$ cat config.mk
export PLATFORM = sky130hd
export DESIGN_NAME = pwr_mode_seq
export DESIGN_NICKNAME = d
export VERILOG_FILES = /design/src/rtl/pwr_mode_pkg.sv /design/src/rtl/pmode_table.sv /design/src/rtl/wake_qual.sv /design/src/rtl/wake_timer.sv /design/src/rtl/pwr_mode_seq.sv
export SDC_FILE = /design/constraint.sdc
export NUM_CORES = 1
export LEC_CHECK = 0
export BUFFER_PORTS_ARGS = -buffer_cell sky130_fd_sc_hd__clkbuf_2
export CAP_MARGIN = 5
export CORE_ASPECT_RATIO = 0.75
export CORE_MARGIN = 2
export CORE_UTILIZATION = 30
export CTS_BUF_LIST = sky130_fd_sc_hd__clkbuf_4 sky130_fd_sc_hd__clkbuf_8 sky130_fd_sc_hd__clkbuf_16
export DETAILED_ROUTE_END_ITERATION = 8
export GPL_ROUTABILITY_DRIVEN = 0
export GPL_TIMING_DRIVEN = 0
export MAX_ROUTING_LAYER = met4
export PLACE_DENSITY = 0.6
export RECOVER_POWER = 100
export SLEW_MARGIN = 20
export SYNTH_ARGS = -nofsm -noshare
export SYNTH_HDL_FRONTEND = slang
export SYNTH_SLANG_ARGS = --single-unit
$ cat constraint.sdc
create_clock -name clk_i -period 3 [get_ports clk_i]
set_input_delay 0.6 -clock clk_i [delete_from_list [all_inputs] [get_ports clk_i]]
set_output_delay 0.6 -clock clk_i [all_outputs]
set_load 0.02 [all_outputs]
$ cat src/rtl/pwr_mode_pkg.sv
package pwr_mode_pkg;
  typedef enum logic [2:0] {
    M_RUN = 3'd0,
    M_S0  = 3'd1,
    M_S3  = 3'd2,
    M_S4  = 3'd3,
    M_S35 = 3'd4,
    M_S45 = 3'd5
  } pmode_e;

  typedef struct packed {
    logic mclk;
    logic hs_clk;
    logic aux_clk;
    logic lf_osc;
    logic nvm;
    logic ram;
    logic backup;
    logic core;
    logic io_hold;
  } gate_t;

  localparam logic [2:0] MAX_CODE = 3'd5;
endpackage

$ cat src/rtl/pmode_table.sv
module pmode_table
  import pwr_mode_pkg::*;
(
  input  pmode_e mode_i,
  output gate_t  gate_o
);
  always_comb begin
    unique case (mode_i)
      M_RUN:   gate_o = '{1'b1,1'b1,1'b1,1'b1,1'b1,1'b1,1'b1,1'b1,1'b0};
      M_S0:    gate_o = '{1'b0,1'b1,1'b1,1'b1,1'b1,1'b1,1'b1,1'b1,1'b0};
      M_S3:    gate_o = '{1'b0,1'b0,1'b1,1'b1,1'b0,1'b1,1'b1,1'b1,1'b1};
      M_S4:    gate_o = '{1'b0,1'b0,1'b0,1'b0,1'b0,1'b1,1'b1,1'b1,1'b1};
      M_S35:   gate_o = '{1'b0,1'b0,1'b0,1'b1,1'b0,1'b0,1'b1,1'b0,1'b1};
      M_S45:   gate_o = '{1'b0,1'b0,1'b0,1'b0,1'b0,1'b0,1'b0,1'b0,1'b1};
      default: gate_o = '{1'b1,1'b1,1'b1,1'b1,1'b1,1'b1,1'b1,1'b1,1'b0};
    endcase
  end
endmodule

$ cat src/rtl/wake_qual.sv
module wake_qual
  import pwr_mode_pkg::*;
(
  input  pmode_e mode_i,
  input  logic   irq_i,
  input  logic   io_wake_i,
  input  logic   rtc_wake_i,
  output logic   hit_o
);
  always_comb begin
    unique case (mode_i)
      M_S0, M_S3:  hit_o = irq_i;
      M_S4, M_S45: hit_o = io_wake_i;
      M_S35:       hit_o = io_wake_i | rtc_wake_i;
      default:     hit_o = 1'b0;
    endcase
  end
endmodule

$ cat src/rtl/wake_timer.sv
module wake_timer
  import pwr_mode_pkg::*;
#(
  parameter int unsigned LAT_S0   = 1,
  parameter int unsigned LAT_MID  = 10,
  parameter int unsigned LAT_DEEP = 150,
  parameter int unsigned CNT_W    = 8
) (
  input  logic   clk_i,
  input  logic   rst_ni,
  input  logic   start_i,
  input  pmode_e mode_i,
  output logic   busy_o,
  output logic   done_o
);
  logic [CNT_W-1:0] cnt_q;
  logic [CNT_W-1:0] load;
  logic             busy_q;

  // load is latency-1: done fires on the Nth edge after start
  always_comb begin
    unique case (mode_i)
      M_S0:        load = CNT_W'(LAT_S0 - 1);
      M_S3, M_S4:  load = CNT_W'(LAT_MID - 1);
      M_S35, M_S45: load = CNT_W'(LAT_DEEP - 1);
      default:     load = '0;
    endcase
  end

  always_ff @(posedge clk_i or negedge rst_ni) begin
    if (!rst_ni) begin
      cnt_q  <= '0;
      busy_q <= 1'b0;
    end else if (start_i && !busy_q) begin
      cnt_q  <= load;
      busy_q <= 1'b1;
    end else if (busy_q) begin
      if (cnt_q == '0) busy_q <= 1'b0;
      else             cnt_q  <= cnt_q - 1'b1;
    end
  end

  assign busy_o = busy_q;
  assign done_o = busy_q && (cnt_q == '0);
endmodule

$ cat src/rtl/pwr_mode_seq.sv
module pwr_mode_seq
  import pwr_mode_pkg::*;
#(
  parameter int unsigned REF_MHZ = 1
) (
  input  logic       clk_i,
  input  logic       rst_ni,
  input  logic       req_valid_i,
  input  logic [2:0] req_mode_i,
  input  logic       irq_i,
  input  logic       io_wake_i,
  input  logic       rtc_wake_i,
  input  logic       reti_i,
  output logic [2:0] mode_o,
  output logic       mclk_en_o,
  output logic       hs_clk_allow_o,
  output logic       aux_clk_allow_o,
  output logic       lf_osc_allow_o,
  output logic       nvm_on_o,
  output logic       ram_on_o,
  output logic       backup_on_o,
  output logic       core_pwr_o,
  output logic       io_hold_o,
  output logic       waking_o,
  output logic       ready_o,
  output logic       restart_o
);
  localparam int unsigned LAT_S0   = 1;
  localparam int unsigned LAT_MID  = 10 * REF_MHZ;
  localparam int unsigned LAT_DEEP = 150 * REF_MHZ;
  localparam int unsigned CNT_W    = $clog2(LAT_DEEP + 1);

  pmode_e mode_q, resume_q;
  logic   ready_q, restart_q;
  logic   hit, busy, done, start;
  gate_t  gate;

  wake_qual i_qual (
    .mode_i    (mode_q),
    .irq_i     (irq_i),
    .io_wake_i (io_wake_i),
    .rtc_wake_i(rtc_wake_i),
    .hit_o     (hit)
  );

  assign start = (mode_q != M_RUN) && !busy && hit;

  wake_timer #(
    .LAT_S0  (LAT_S0),
    .LAT_MID (LAT_MID),
    .LAT_DEEP(LAT_DEEP),
    .CNT_W   (CNT_W)
  ) i_timer (
    .clk_i  (clk_i),
    .rst_ni (rst_ni),
    .start_i(start),
    .mode_i (mode_q),
    .busy_o (busy),
    .done_o (done)
  );

  always_ff @(posedge clk_i or negedge rst_ni) begin
    if (!rst_ni) begin
      mode_q    <= M_RUN;
      resume_q  <= M_RUN;
      ready_q   <= 1'b0;
      restart_q <= 1'b0;
    end else begin
      ready_q   <= 1'b0;
      restart_q <= 1'b0;
      if (mode_q == M_RUN) begin
        if (req_valid_i && req_mode_i <= MAX_CODE) begin
          mode_q   <= pmode_e'(req_mode_i);
          resume_q <= M_RUN;
        end else if (reti_i && resume_q != M_RUN) begin
          mode_q <= resume_q;
        end
      end else if (done) begin
        mode_q    <= M_RUN;
        ready_q   <= 1'b1;
        restart_q <= (mode_q == M_S35) || (mode_q == M_S45);
        resume_q  <= (mode_q == M_S0 || mode_q == M_S3) ? mode_q : M_RUN;
      end
    end
  end

  pmode_table i_table (
    .mode_i(mode_q),
    .gate_o(gate)
  );

  assign mode_o          = mode_q;
  assign mclk_en_o       = gate.mclk;
  assign hs_clk_allow_o  = gate.hs_clk;
  assign aux_clk_allow_o = gate.aux_clk;
  assign lf_osc_allow_o  = gate.lf_osc;
  assign nvm_on_o        = gate.nvm;
  assign ram_on_o        = gate.ram;
  assign backup_on_o     = gate.backup;
  assign core_pwr_o      = gate.core;
  assign io_hold_o       = gate.io_hold;
  assign waking_o        = busy;
  assign ready_o         = ready_q;
  assign restart_o       = restart_q;
endmodule

==> metrics.yaml <==
ant_nets: 0
avgSynthCellArea_um2: 9.507
synth_edf_count: 0
fillers: 334
numCtsBuffers: 3
crit_path_start: "mode_o[2]"
drc_errors: 0
syn-num-nets: 119
tightest_slew_ns: 0.9713
skew_ns: 0.005525
switchingPower_uw: 87.83
cts_buffer_depth: 2
status: "complete, no violations"
setup_ws_ns: 0.5240
synth-adder-area-share_pct: 2.460
antenna_found_initial: 0
synth.area.mux_share_pct: 7.380
n_antenna_cell: 0
pwr-share-clk_pct: 42.5
fmax_ghz: 0.4039
synthXorXnorAreaFrac_pct: 4.305
wl_met2_um: 980
synth_cell_type_count: 39
vias: 891
period_needed_ns: 2.476
slew_viol_final: 0
crit_fanout: 10
wire_per_inst_um: 13.14
synth_cells: 107
p_leak_uw: 0.0005268
final_cells: 175
worstReg2RegStart: "mode_o[2]"
r2r_setup_slack_ns: 0.89
utilization_pct: 36.86
swShare_pct: 20.58
top_layer_used: "met4"
max_cap_viol_count: 0
final.setup.tns_ns: 0
ys_seq_area_share_pct: 41.82
power_frac_comb_pct: 3.8
endpoint_kind: "output port"
wl_met1_um: 1176
first_iter_violations: 42
final_common_cell: "clkbuf_1"
timing.rr.end: "i_timer.cnt_q[4]"
post_cts_buffers: 0
synthFlopType: "dfrtp_1"
crit_path_start_kind: "register"
cts_sinks: 17
path_clk_slew_ns: 0.07
synth_simple_gate_area_share_pct: 20.91
peakVddDrop_v: 0.0001075
die-area_mm2: 0.003878
grt_first_pass_wirelength_um: 3650
initial_utilization_pct: 31.15
wl_um: 2300
io_pins: 25
rows: 18
dieWidth_um: 71.24
syn_area_mm2: 0.001017
final_cell_mix: "19 x clkbuf_1, 17 x dfrtp_1, 11 x nand2_1"
synth_compound_area_share_pct: 14.76
htreeDepth: 1
dp_hpwl_um: 1762
hold_viol_final: 0
clock_latency_ns: 0.25
die_y_um: 54.43
overflow: 0
core_mm2: 0.003266
async_flop_share_pct: 100.0
synth_top_family_by_area: "simple AND/OR/NAND/NOR gates"
dp_slack_ns: 0.9407
finalSetupViolCount: 0
hold_path_class: "primary input to asynchronous set/reset pin"
vias_per_cell: 5.091
register_area_um2: 425.4
multi_input_area_um2: 503.0
cts-hold-fix-buffers: 0
cp.arrival_ns: 1.88
grt_util_all_layers_pct: 13.01
rsz0062_at_grt: "false"
area_growth_syn_to_layout_pct: 18.33
layout-drive-gt1-share_pct: 13.33
grt_pass1_vias: 805
cts_tree: "built"
intPower_uw: 338.8
cts_resized: 0
r2r_cells: 6
synth-seq-cells: 17
timing.final.crit_share_pct: 82.53
nNetsFinal: 148
dp_cells: 171
yosys_warnings: 0
wl_met3_um: 117
io_buffers: 24
power_frac_seq_pct: 53.7
crit_required_ns: 2.40
setup.worst_path.class: "register to output port"
slew_headroom_pct: 35.25
grt_max_degree: 18
cts_root_buf: "clkbuf_8"
power_density_mw_per_mm2: 354.5
dr.pass1.iters: 4
[state kept, by name, indices dropped and copies added (netlist names)]
name	flops
mode_o	3
ready_o	1
resume_q	3
i_timer.busy_o	1
i_timer.cnt_q	8
restart_o	1
[layout make-up]
class	instances	area share, %
Multi-Input combinational cell	74	41.79
Clock buffer	4	4.054
Sequential cell	17	35.34
Timing Repair Buffer	24	8.316
Inverter	9	2.807
Buffer	7	3.534
Tap cell	40	4.158
[worst max-delay path: stages, from the launching register on]
cell,delay (ns)
dfrtp_1,0.38
clkbuf_1,0.21
and2b_1,0.28
inv_1,0.19
nand2_1,0.13
inv_1,0.12
buf_4,0.11
clkbuf_1,0.21
[power by group through the flow]
stage | clock network, µW | registers [µW] | logic, µW
2_1_floorplan | 0 | 234 | 4.51
3_3_place_gp | 0 | 233 | 16.0
3_5_place_dp | 0 | 233 | 16.5
4_1_cts | 185 | 229 | 16.6
5_1_grt | 199 | 229 | 18.1
6_report | 181 | 229 | 16.1
[metal layers]
| layer | track usage, % | vias up |
|---|---|---|
| met5 | - | - |
| met4 | 5.660 | 0 |
| met3 | 3.499 | 5 |
| met2 | 18.83 | 29 |
| met1 | 17.17 | 421 |
| li1 | - | 436 |
[worst max path at each step]
stage	end	cells past startpoint	slack (ns)
floorplan	nvm_on_o	6	0.72
global placement	nvm_on_o	7	0.91
detailed placement	nvm_on_o	7	0.94
CTS	nvm_on_o	7	0.66
global route	nvm_on_o	7	0.34
finish	nvm_on_o	7	0.52
[cell families after synthesis]
family / Yosys count
simple gates: 40
compound gates: 20
flops: 17
buf+inv: 16
mux: 7
xor+xnor: 5
fa+ha+maj: 2
[cell usage after synthesis, types with 2 or more instances]
| cell type | n | area share, % |
|---|---|---|
| a211o_1 | 2 | 1.7 |
| a21oi_1 | 4 | 2.0 |
| and2_1 | 2 | 1.2 |
| buf_2 | 2 | 0.98 |
| buf_4 | 2 | 1.5 |
| buf_6 | 2 | 2.2 |
| dfrtp_1 | 17 | 42 |
| ha_1 | 2 | 2.5 |
| inv_1 | 9 | 3.3 |
| mux2i_1 | 6 | 5.9 |
| nand2_1 | 11 | 4.1 |
| nand3_1 | 4 | 2.0 |
| nor2_1 | 5 | 1.8 |
| nor2b_1 | 3 | 1.8 |
| nor3_1 | 3 | 1.5 |
| o2111ai_1 | 3 | 2.6 |
| o41ai_1 | 3 | 2.6 |
| or3_1 | 2 | 1.2 |
| or4_1 | 2 | 1.5 |
| xnor2_1 | 2 | 1.7 |
| xor2_1 | 3 | 2.6 |
[per-stage QoR]
stage	power, µW	cell area, µm²	hold slack (ns)
2_1_floorplan	238.1	1017	0.3044
3_3_place_gp	249.4	1187	0.5046
3_5_place_dp	250.0	1187	0.5241
4_1_cts	431.1	1236	0.2951
5_1_grt	446.0	1204	0.5359
6_report	426.7	1204	0.4779
No activity file was read; power rests on OpenSTA's default activity.
